File: src/rtl/rotprio_pkg.sv
package rotprio_pkg;
  localparam int N_IN = 8;
  localparam int IDX_W = $clog2(N_IN);
  localparam int PRI_W = IDX_W + 1;
  localparam int VEC_W = 8;
  localparam int CASCADE_LINE = 2;

  typedef logic [N_IN-1:0] lineVec_t;
  typedef logic [IDX_W-1:0] idx_t;
  typedef logic [PRI_W-1:0] pri_t;

  localparam idx_t SPURIOUS_IDX = idx_t'(N_IN - 1);
  localparam pri_t PRI_NONE = pri_t'(N_IN);

  typedef struct packed {
    lineVec_t setIsr;
    lineVec_t clrIsr;
    lineVec_t clrIrr;
    logic     loadOff;
    idx_t     newOff;
    logic     capSel;
    idx_t     capIdx;
  } strobe_t;

  // modular-offset search: smallest p with line (p+off) mod N set
  function automatic pri_t findPri(lineVec_t m, idx_t off);
    pri_t r;
    r = PRI_NONE;
    for (int p = N_IN - 1; p >= 0; p--) begin
      if (m[(p + int'(off)) % N_IN]) r = pri_t'(p);
    end
    return r;
  endfunction

  function automatic idx_t priToIdx(pri_t p, idx_t off);
    return idx_t'((int'(p) + int'(off)) % N_IN);
  endfunction

  function automatic idx_t nextIdx(idx_t i);
    return idx_t'((int'(i) + 1) % N_IN);
  endfunction
endpackage

File: src/rtl/rotprio_ctrl.sv
module rotprio_ctrl
  import rotprio_pkg::*;
(
  input  logic     clk,
  input  logic     rstN,
  input  lineVec_t irr,
  input  lineVec_t isr,
  input  lineVec_t imr,
  input  lineVec_t trig,
  input  idx_t     offset,
  input  logic     ackPulse,
  input  logic     eoiPulse,
  input  logic     eoiRotate,
  input  logic     rotSetPulse,
  input  idx_t     rotArg,
  input  logic     autoEoi,
  input  logic     rotateOnAutoEoi,
  input  logic     specialNested,
  input  logic     isMaster,
  output strobe_t  stb,
  output logic     wantReq
);
  pri_t     pendPri, servPri, eoiPri;
  lineVec_t servMask, isrMid, winBit;
  idx_t     winIdx, offMid, eoiIdx;
  logic     eligible;

  always_comb begin
    pendPri  = findPri(irr & ~imr, offset);
    servMask = isr;
    if (specialNested && isMaster) servMask[CASCADE_LINE] = 1'b0;
    servPri  = findPri(servMask, offset);
    eligible = (pendPri < servPri);
    winIdx   = priToIdx(pendPri, offset);
    winBit   = lineVec_t'(1) << winIdx;

    stb = '0;
    // acknowledge stage, applied first
    if (ackPulse) begin
      stb.capSel = 1'b1;
      if (eligible) begin
        stb.capIdx = winIdx;
        stb.setIsr = winBit;
        stb.clrIrr = winBit & ~trig;
        if (autoEoi) begin
          stb.clrIsr = winBit;
          if (rotateOnAutoEoi) begin
            stb.loadOff = 1'b1;
            stb.newOff  = nextIdx(winIdx);
          end
        end
      end else begin
        stb.capIdx = SPURIOUS_IDX;
      end
    end

    // end-of-interrupt stage sees the post-acknowledge state
    isrMid = (isr | stb.setIsr) & ~stb.clrIsr;
    offMid = stb.loadOff ? stb.newOff : offset;
    eoiPri = findPri(isrMid, offMid);
    eoiIdx = priToIdx(eoiPri, offMid);
    if (eoiPulse && (eoiPri != PRI_NONE)) begin
      stb.clrIsr = stb.clrIsr | (lineVec_t'(1) << eoiIdx);
      if (eoiRotate) begin
        stb.loadOff = 1'b1;
        stb.newOff  = nextIdx(eoiIdx);
      end
    end

    // rotate command has the last word on the offset
    if (rotSetPulse) begin
      stb.loadOff = 1'b1;
      stb.newOff  = nextIdx(rotArg);
    end

    wantReq = eligible;
  end


  onehot_set_chk: assert property (@(posedge clk) disable iff (!rstN)
    $onehot0(stb.setIsr));


  auto_eoi_clean_chk: assert property (@(posedge clk) disable iff (!rstN)
    (ackPulse && autoEoi && !eoiPulse) |=> (isr == $past(isr)));
endmodule

File: src/rtl/rotprio_dp.sv
module rotprio_dp
  import rotprio_pkg::*;
(
  input  logic              clk,
  input  logic              rstN,
  input  lineVec_t          reqLines,
  input  logic              maskLoad,
  input  lineVec_t          maskData,
  input  logic              trigLoad,
  input  lineVec_t          trigData,
  input  logic [VEC_W-1:0]  vectorBase,
  input  strobe_t           stb,
  input  logic              wantReq,
  output lineVec_t          irr,
  output lineVec_t          isr,
  output lineVec_t          imr,
  output lineVec_t          trig,
  output idx_t              offset,
  output logic              intReq,
  output idx_t              selInput,
  output logic [VEC_W-1:0]  vectorOut
);
  lineVec_t prevLvl, irrNext;

  for (genvar gi = 0; gi < N_IN; gi++) begin : g_line
    always_comb begin
      if (trig[gi]) irrNext[gi] = reqLines[gi];
      else irrNext[gi] = (irr[gi] & ~stb.clrIrr[gi]) | (reqLines[gi] & ~prevLvl[gi]);
    end
  end

  always_ff @(posedge clk) begin
    if (!rstN) begin
      irr       <= '0;
      isr       <= '0;
      imr       <= '0;
      trig      <= '0;
      prevLvl   <= '0;
      offset    <= '0;
      intReq    <= 1'b0;
      selInput  <= '0;
      vectorOut <= '0;
    end else begin
      irr     <= irrNext;
      prevLvl <= reqLines;
      isr     <= (isr | stb.setIsr) & ~stb.clrIsr;
      if (maskLoad) imr <= maskData;
      if (trigLoad) trig <= trigData;
      if (stb.loadOff) offset <= stb.newOff;
      intReq <= wantReq;
      if (stb.capSel) begin
        selInput  <= stb.capIdx;
        vectorOut <= {vectorBase[VEC_W-1:IDX_W], stb.capIdx};
      end
    end
  end


  edge_rise_only_chk: assert property (@(posedge clk) disable iff (!rstN)
    ((irr & ~$past(irr) & ~$past(trig) & ~$past(reqLines)) == '0));


  level_follow_chk: assert property (@(posedge clk) disable iff (!rstN)
    (((irr ^ $past(reqLines)) & $past(trig)) == '0));


  req_has_source_chk: assert property (@(posedge clk) disable iff (!rstN)
    intReq |-> $past(|(irr & ~imr)));
endmodule

File: src/rtl/rotprio_intc.sv
module rotprio_intc
  import rotprio_pkg::*;
(
  input  logic       clk,
  input  logic       rstN,
  input  logic [7:0] reqLines,
  input  logic       maskLoad,
  input  logic [7:0] maskData,
  input  logic       trigLoad,
  input  logic [7:0] trigData,
  input  logic       ackPulse,
  input  logic       eoiPulse,
  input  logic       eoiRotate,
  input  logic       rotSetPulse,
  input  logic [2:0] rotArg,
  input  logic       autoEoi,
  input  logic       rotateOnAutoEoi,
  input  logic       specialNested,
  input  logic       isMaster,
  input  logic [7:0] vectorBase,
  output logic       intReq,
  output logic [2:0] selInput,
  output logic [7:0] vectorOut
);
  strobe_t  stb;
  logic     wantReq;
  lineVec_t irr, isr, imr, trig;
  idx_t     offset;

  rotprio_ctrl u_ctrl (
    .clk(clk), .rstN(rstN), .irr(irr), .isr(isr), .imr(imr), .trig(trig),
    .offset(offset), .ackPulse(ackPulse), .eoiPulse(eoiPulse),
    .eoiRotate(eoiRotate), .rotSetPulse(rotSetPulse), .rotArg(rotArg),
    .autoEoi(autoEoi), .rotateOnAutoEoi(rotateOnAutoEoi),
    .specialNested(specialNested), .isMaster(isMaster),
    .stb(stb), .wantReq(wantReq)
  );

  rotprio_dp u_dp (
    .clk(clk), .rstN(rstN), .reqLines(reqLines), .maskLoad(maskLoad),
    .maskData(maskData), .trigLoad(trigLoad), .trigData(trigData),
    .vectorBase(vectorBase), .stb(stb), .wantReq(wantReq),
    .irr(irr), .isr(isr), .imr(imr), .trig(trig), .offset(offset),
    .intReq(intReq), .selInput(selInput), .vectorOut(vectorOut)
  );
endmodule

File: config.mk
export PLATFORM = sky130hd
export DESIGN_NAME = rotprio_intc
export DESIGN_NICKNAME = d
export VERILOG_FILES = /design/src/rtl/rotprio_pkg.sv /design/src/rtl/rotprio_ctrl.sv /design/src/rtl/rotprio_dp.sv /design/src/rtl/rotprio_intc.sv
export SDC_FILE = /design/constraint.sdc
export NUM_CORES = 1
export LEC_CHECK = 0
export BUFFER_PORTS_ARGS = -buffer_cell sky130_fd_sc_hd__buf_2
export CAP_MARGIN = 20
export CORE_ASPECT_RATIO = 0.8
export CORE_MARGIN = 2
export CORE_UTILIZATION = 30
export DETAILED_ROUTE_END_ITERATION = 10
export PLACE_DENSITY_LB_ADDON = 0.05
export REMOVE_ABC_BUFFERS = 1
export SLEW_MARGIN = 30
export SYNTH_ARGS = -nofsm -noshare
export SYNTH_HDL_FRONTEND = slang
export SYNTH_SLANG_ARGS = --single-unit
File: constraint.sdc
create_clock -name clk -period 17.9 [get_ports clk]
set_input_delay 0.895 -clock clk [delete_from_list [all_inputs] [get_ports clk]]
set_output_delay 0.895 -clock clk [all_outputs]
set_load 0.01 [all_outputs]
## Word-level counts from Yosys, hierarchy flattened

Index checks and enable logic that the tools add are counted.

| storage, ports and cells | value |
|---|---|
| input port bits | 47 |
| flip-flop bits (word level) | 55 |
| output and inout bits | 12 |
| logic and storage cells | 241 |

| operators by class | value |
|---|---|
| $add $sub $neg | 19 |
| $lt $le $gt $ge | 17 |
| bitwise logic cells | 64 |
| reduce and logical (&&, ||, !) cells | 16 |
| shift-type cells | 2 |
| equality and inequality tests | 1 |
| mux-type cells | 113 |

Operator list:

| kind | count |
|---|---|
| $mux W4 | 29 |
| $bmux W1 S3 | 24 |
| $lt A4 B5 Y1 const B | 14 |
| $mux W1 | 54 |
| $reduce_or A3 Y1 | 14 |
| $and A8 B8 Y8 | 4 |
| $mux W32 | 1 |
| $not A8 Y8 | 4 |
| $mux W28 | 1 |
| $add A3 B3 Y3 const A | 8 |
| $and A1 B1 Y1 | 16 |
| $mux W8 | 2 |
| $not A1 Y1 | 16 |
| $or A8 B8 Y8 | 2 |
| $shl A1 B3 Y8 const A | 2 |
| $and A1 B1 Y1 const A | 14 |
| $add A2 B3 Y3 const A | 4 |
| $add A3 B1 Y3 const B | 3 |
| $lt A3 B4 Y1 const B | 2 |
| $or A1 B1 Y1 | 8 |
| $add A1 B3 Y3 const A | 2 |
| $add A3 B3 Y3 | 2 |
| $mux W3 | 2 |
| $lt A4 B4 Y1 | 1 |
| other kinds (2) | 3 |

## Longest topological paths before layout

| logic depth | value |
|---|---|
| word-level depth | 41 |
| depth in mapped cells | 31 |
| gate-level depth less buffers | 28 |

## By module

From an unflattened synthesis, not the netlist that was laid out.

| unflattened totals | value |
|---|---|
| cells, all modules | 443 |
| area total of the unflattened synthesis | 4544.4 µm² |

Modules (own cells, without submodules):

| module | cells each | area an instance (µm²) | seq. area each (µm²) | times used |
|---|---|---|---|---|
| rotprio_ctrl | 277 | 2615.0 | 0.0 | 1 |
| rotprio_dp | 166 | 1929.4 | 1041.0 | 1 |

## Worst setup path before layout

Ideal clock, no wire load.

| timing path | value |
|---|---|
| kind | register to register |
| from | register u_dp.offset[1] |
| to | register u_dp.offset[2] |
| clock period less this slack | 7.071 ns |
| arrival | 6.980 ns |
| required time | 17.809 ns |
| setup slack | 10.829 ns |
| library setup time | 0.091 ns |
| path buffers | 3 |
| cell stages (with the launch flop) | 28 |
| cells stage by stage | dfxtp_1 buf_2 clkinv_1 ha_1 clkbuf_1 mux4_2 mux2_2 nand2b_1 or3_1 ha_1 a211oi_1 nand2_1 o32ai_4 and4_4 buf_6 mux2i_4 ha_1 mux4_2 and4_4 nor4_2 nor2_1 nor2_1 a41oi_1 fa_1 xnor2_1 xnor2_2 ha_1 a311oi_1 |

| between the ends | value |
|---|---|
| longest elaborated chain between the ends | 36 |
| elaborated cells between the ends (all ways) | 127 |
| those cells by class | add/sub: 18; order compare: 1; eq/ne: 1; shift: 1; mux: 102; bitwise: 3; reduce/logical: 1 |

RTL lines:

| what | RTL line | RTL |
|---|---|---|
| start, declared | rotprio_dp.sv:18 | `output idx_t offset,` |
| start signal, assigned | rotprio_dp.sv:49 | `if (stb.loadOff) offset <= stb.newOff;` |
| $add A3 B3 Y3 | rotprio_pkg.sv:30 | `if (m[(p + int'(off)) % N_IN]) r = pri_t'(p);` |
| $bmux W1 S3 | rotprio_pkg.sv:30 |  |
| $mux W1 (implied by the code) (2 in series) | rotprio_pkg.sv:30 |  |
| $mux W4 (8 in series) | rotprio_pkg.sv:30 |  |
| $add A3 B3 Y3 | rotprio_pkg.sv:36 | `return idx_t'((int'(p) + int'(off)) % N_IN);` |
| $add A3 B1 Y3 | rotprio_pkg.sv:40 | `return idx_t'((int'(i) + 1) % N_IN);` |
| $mux W4 | rotprio_ctrl.sv:47 | `if (rotateOnAutoEoi) begin` |
| $mux W4 | rotprio_ctrl.sv:45 | `if (autoEoi) begin` |
| (+4 left out) | - |  |
| $bmux W1 S3 | rotprio_pkg.sv:30 |  |
| $mux W1 (implied by the code) (2 in series) | rotprio_pkg.sv:30 |  |
| $mux W4 (8 in series) | rotprio_pkg.sv:30 |  |
| $add A3 B3 Y3 | rotprio_pkg.sv:36 |  |
| $add A3 B1 Y3 | rotprio_pkg.sv:40 |  |
| $mux W4 | rotprio_ctrl.sv:64 | `if (eoiRotate) begin` |
| $mux W4 * | rotprio_ctrl.sv:62 | `if (eoiPulse && (eoiPri != PRI_NONE)) begin` |
| $mux W4 * | rotprio_ctrl.sv:71 | `if (rotSetPulse) begin` |

Mark *: on every way between the ends. The rest lies on a longest branch, timed or not. The select of a mux whose other input is x is not followed.
A chain may end at the register's enable or synchronous reset.

## Final worst setup path

Same ends and word-level chain as after synthesis.

==> results.tsv <==
metric	value	unit
status	complete, no violations	
start_util	0.3065	
vias	3191	
path_max_fanout	17	
hold_depth	2	
clock_sinks	52	
grt.total_usage	0.1495	
grt_first_pass_wirelength	16860	µm
cts.hold.buffers_added	0	
fin_tns_setup	0	ps
fp.coreArea	13500	µm²
synth_top_area_share	0.2515	
grt_pass1_vias	3100	
top_usage_layer	met1	
critPathMaxStageDelay	630	ps
place.gp.congestion	0.7256	
cp_slowest_cell	ha_1	
use_met1	0.2264	
die_h	109.1	µm
endpoint_kind	flop	
syn-cell-area	4139	µm²
r2r-end	u_dp.offset[2]	
clk_pin_slew	70	ps
synth_flop_cell	dfxtp_1	
ys_warn_count	0	
synth-async-reset-ratio	0	
io_buffers	55	
cts_max_level	2	
fin_crit	8333	ps
slew_violations	0	
setup_viol	0	
drc	0	
antenna_cells	0	
dr.pass1.iters	4	
startpoint_type	flop	
holdPathEnd	u_dp.irr[5]	
reg2reg_setup_slack	9570	ps
cts_made_buffers	5	
skew	8.665	ps
synth_cells	414	
layout_commonest_cell	buf_2	
seq_area_frac_synth	0.2515	
num-fill-cells	1418	
relSlewSlack	0.4633	
reg2regPathDepth	25	
critPathArrivalTime	8520	ps
synth_area_leaders	dfxtp_1 (25%), mux2i_1 (13%), mux4_2 (9.8%), ha_1 (4.8%), nor2b_1 (4.8%)	
cp_top_family	adder cells	
synth_area_leader_cell	dfxtp_1	
drive_above_1_share	0.2577	
grt_antenna_before_repair	0	
area_growth	12.70	%
fmax	120.0	MHz
ys_types	77	
r2r_start	u_dp.offset[1]	
synth-edff-count	0	
avgSynthCellArea	9.998	µm²
fin_crit_sh	0.4655	
hold_start	u_dp.irr[5]	
rsz0062_at_grt	false	
die-area	14760	µm²
worstSetupPathType	reg -> reg	
cts_tree	done	
grt_overflow_total	0	
grt_use_met2	0.2208	
cp_common_cell	ha_1	
dp_hpwl	8260	µm
wl	10520	µm
finalHoldViolCount	0	
ctsResizeCount	0	
fp.dieW	135.3	µm
layout_common_cells	buf_2 (55), mux2i_1 (53), dfxtp_1 (51), nor2b_1 (32), inv_1 (25)	
antenna_left	0	
viasPerCell	5.033	
io_pins	59	
required	18090	ps
maxCapViolations	0	
dr.first_iter.drc_count	200	
clk-insertion-delay-late	290	ps
hp-class	reg -> reg	
final_nets	518	
clock_path_buffers	2	
synth_seq_cells	52	
grt_max_degree	54	
wl_per_cell	16.59	µm
tightest_slew	805.1	ps
cts_setup_buffers	0	
grt_use_met3	0.03254	
num_rows	38	
cts_root_buffer	clkbuf_16	
path_buf_inv	2	
## cell usage after synthesis, types with 5 or more instances
| cell type | instances |
|---|---|
| dfxtp_1 | 52 |
| o21ai_0 | 12 |
| mux4_2 | 18 |
| clkbuf_1 | 12 |
| mux2_2 | 9 |
| xnor2_1 | 6 |
| and2_1 | 10 |
| o21a_1 | 5 |
| mux2i_1 | 53 |
| nand3_1 | 7 |
| a21boi_0 | 8 |
| ha_1 | 16 |
| mux2_1 | 6 |
| nor2b_1 | 32 |
| inv_1 | 25 |
| nand4_1 | 7 |
| nand2_1 | 16 |
| nand3b_1 | 7 |
| nor2_1 | 14 |
## cells by family after synthesis
group / synth area share
and+or+nand+nor: 0.1605
AOI/OAI and AO/OA: 0.1478
adders and majority gates: 0.05804
xor gates and xnor gates: 0.03416
muxes: 0.2857
buffers and inverters: 0.06227
DFF: 0.2515
## layer usage
metal  routed length (µm)  part of all wire
met5                    0                 0
met4                   61            0.0058
met3                  554             0.053
met2                 4379              0.42
met1                 5520              0.52
## worst reg2reg max path, delay by kind of cell, from the launching register on
kind / cells / cell delay [ps]
adders and majority gates: 5 / 2100
and+or+nand+nor: 8 / 1920
muxes: 4 / 1610
AOI/OAI and AO/OA: 4 / 1090
buffers and inverters: 2 / 650
xor gates and xnor gates: 2 / 560
DFF: 1 / 310
## final cells by class
class | count | area, µm² | area share
Clock buffer | 6 | 128.9 | 0.02763
Clock inverter | 2 | 16.27 | 0.003487
Sequential cell | 52 | 1042 | 0.2234
Inverter | 31 | 121.4 | 0.02602
Tap cell | 180 | 225.2 | 0.04828
Timing Repair Buffer | 57 | 290.3 | 0.06223
Multi-Input combinational cell | 306 | 2840 | 0.6089
## state kept, by name, indices dropped and copies added (netlist names)
signal / cells
u_dp.offset: 3
u_dp.vectorOut: 8
u_dp.intReq: 1
u_dp.imr: 8
u_dp.prevLvl: 8
u_dp.isr: 8
u_dp.irr: 8
u_dp.trig: 8
## how the worst max path moves through the flow
stage                   startpoint             end  slack [ps]  cells past startpoint
floorplan           u_dp.offset[1]  u_dp.offset[2]       10460                     24
global placement    u_dp.offset[1]  u_dp.offset[2]        9550                     26
detailed placement  u_dp.offset[1]  u_dp.offset[2]        9540                     26
CTS                 u_dp.offset[1]  u_dp.offset[2]        9510                     26
global route        u_dp.offset[1]  u_dp.offset[2]        8940                     27
finish              u_dp.offset[1]  u_dp.offset[2]        9570                     25
## metrics by stage
step	worst slack, ps	util	area (µm²)	hold slack [ps]	std cells
floorplan	10460	-	4003	459.4	389
global placement	9548	0.3346	4518	485.8	626
global route	8945	0.3454	4664	531.5	634
finish	9567	0.3454	4664	495.4	634
detailed placement	9538	0.3347	4519	491.1	626
CTS	9505	0.3454	4664	501.0	634
Power is left out: the tool's default activity adds up to more than one toggle a clock period on the data nets, which glitch-free logic cannot reach.
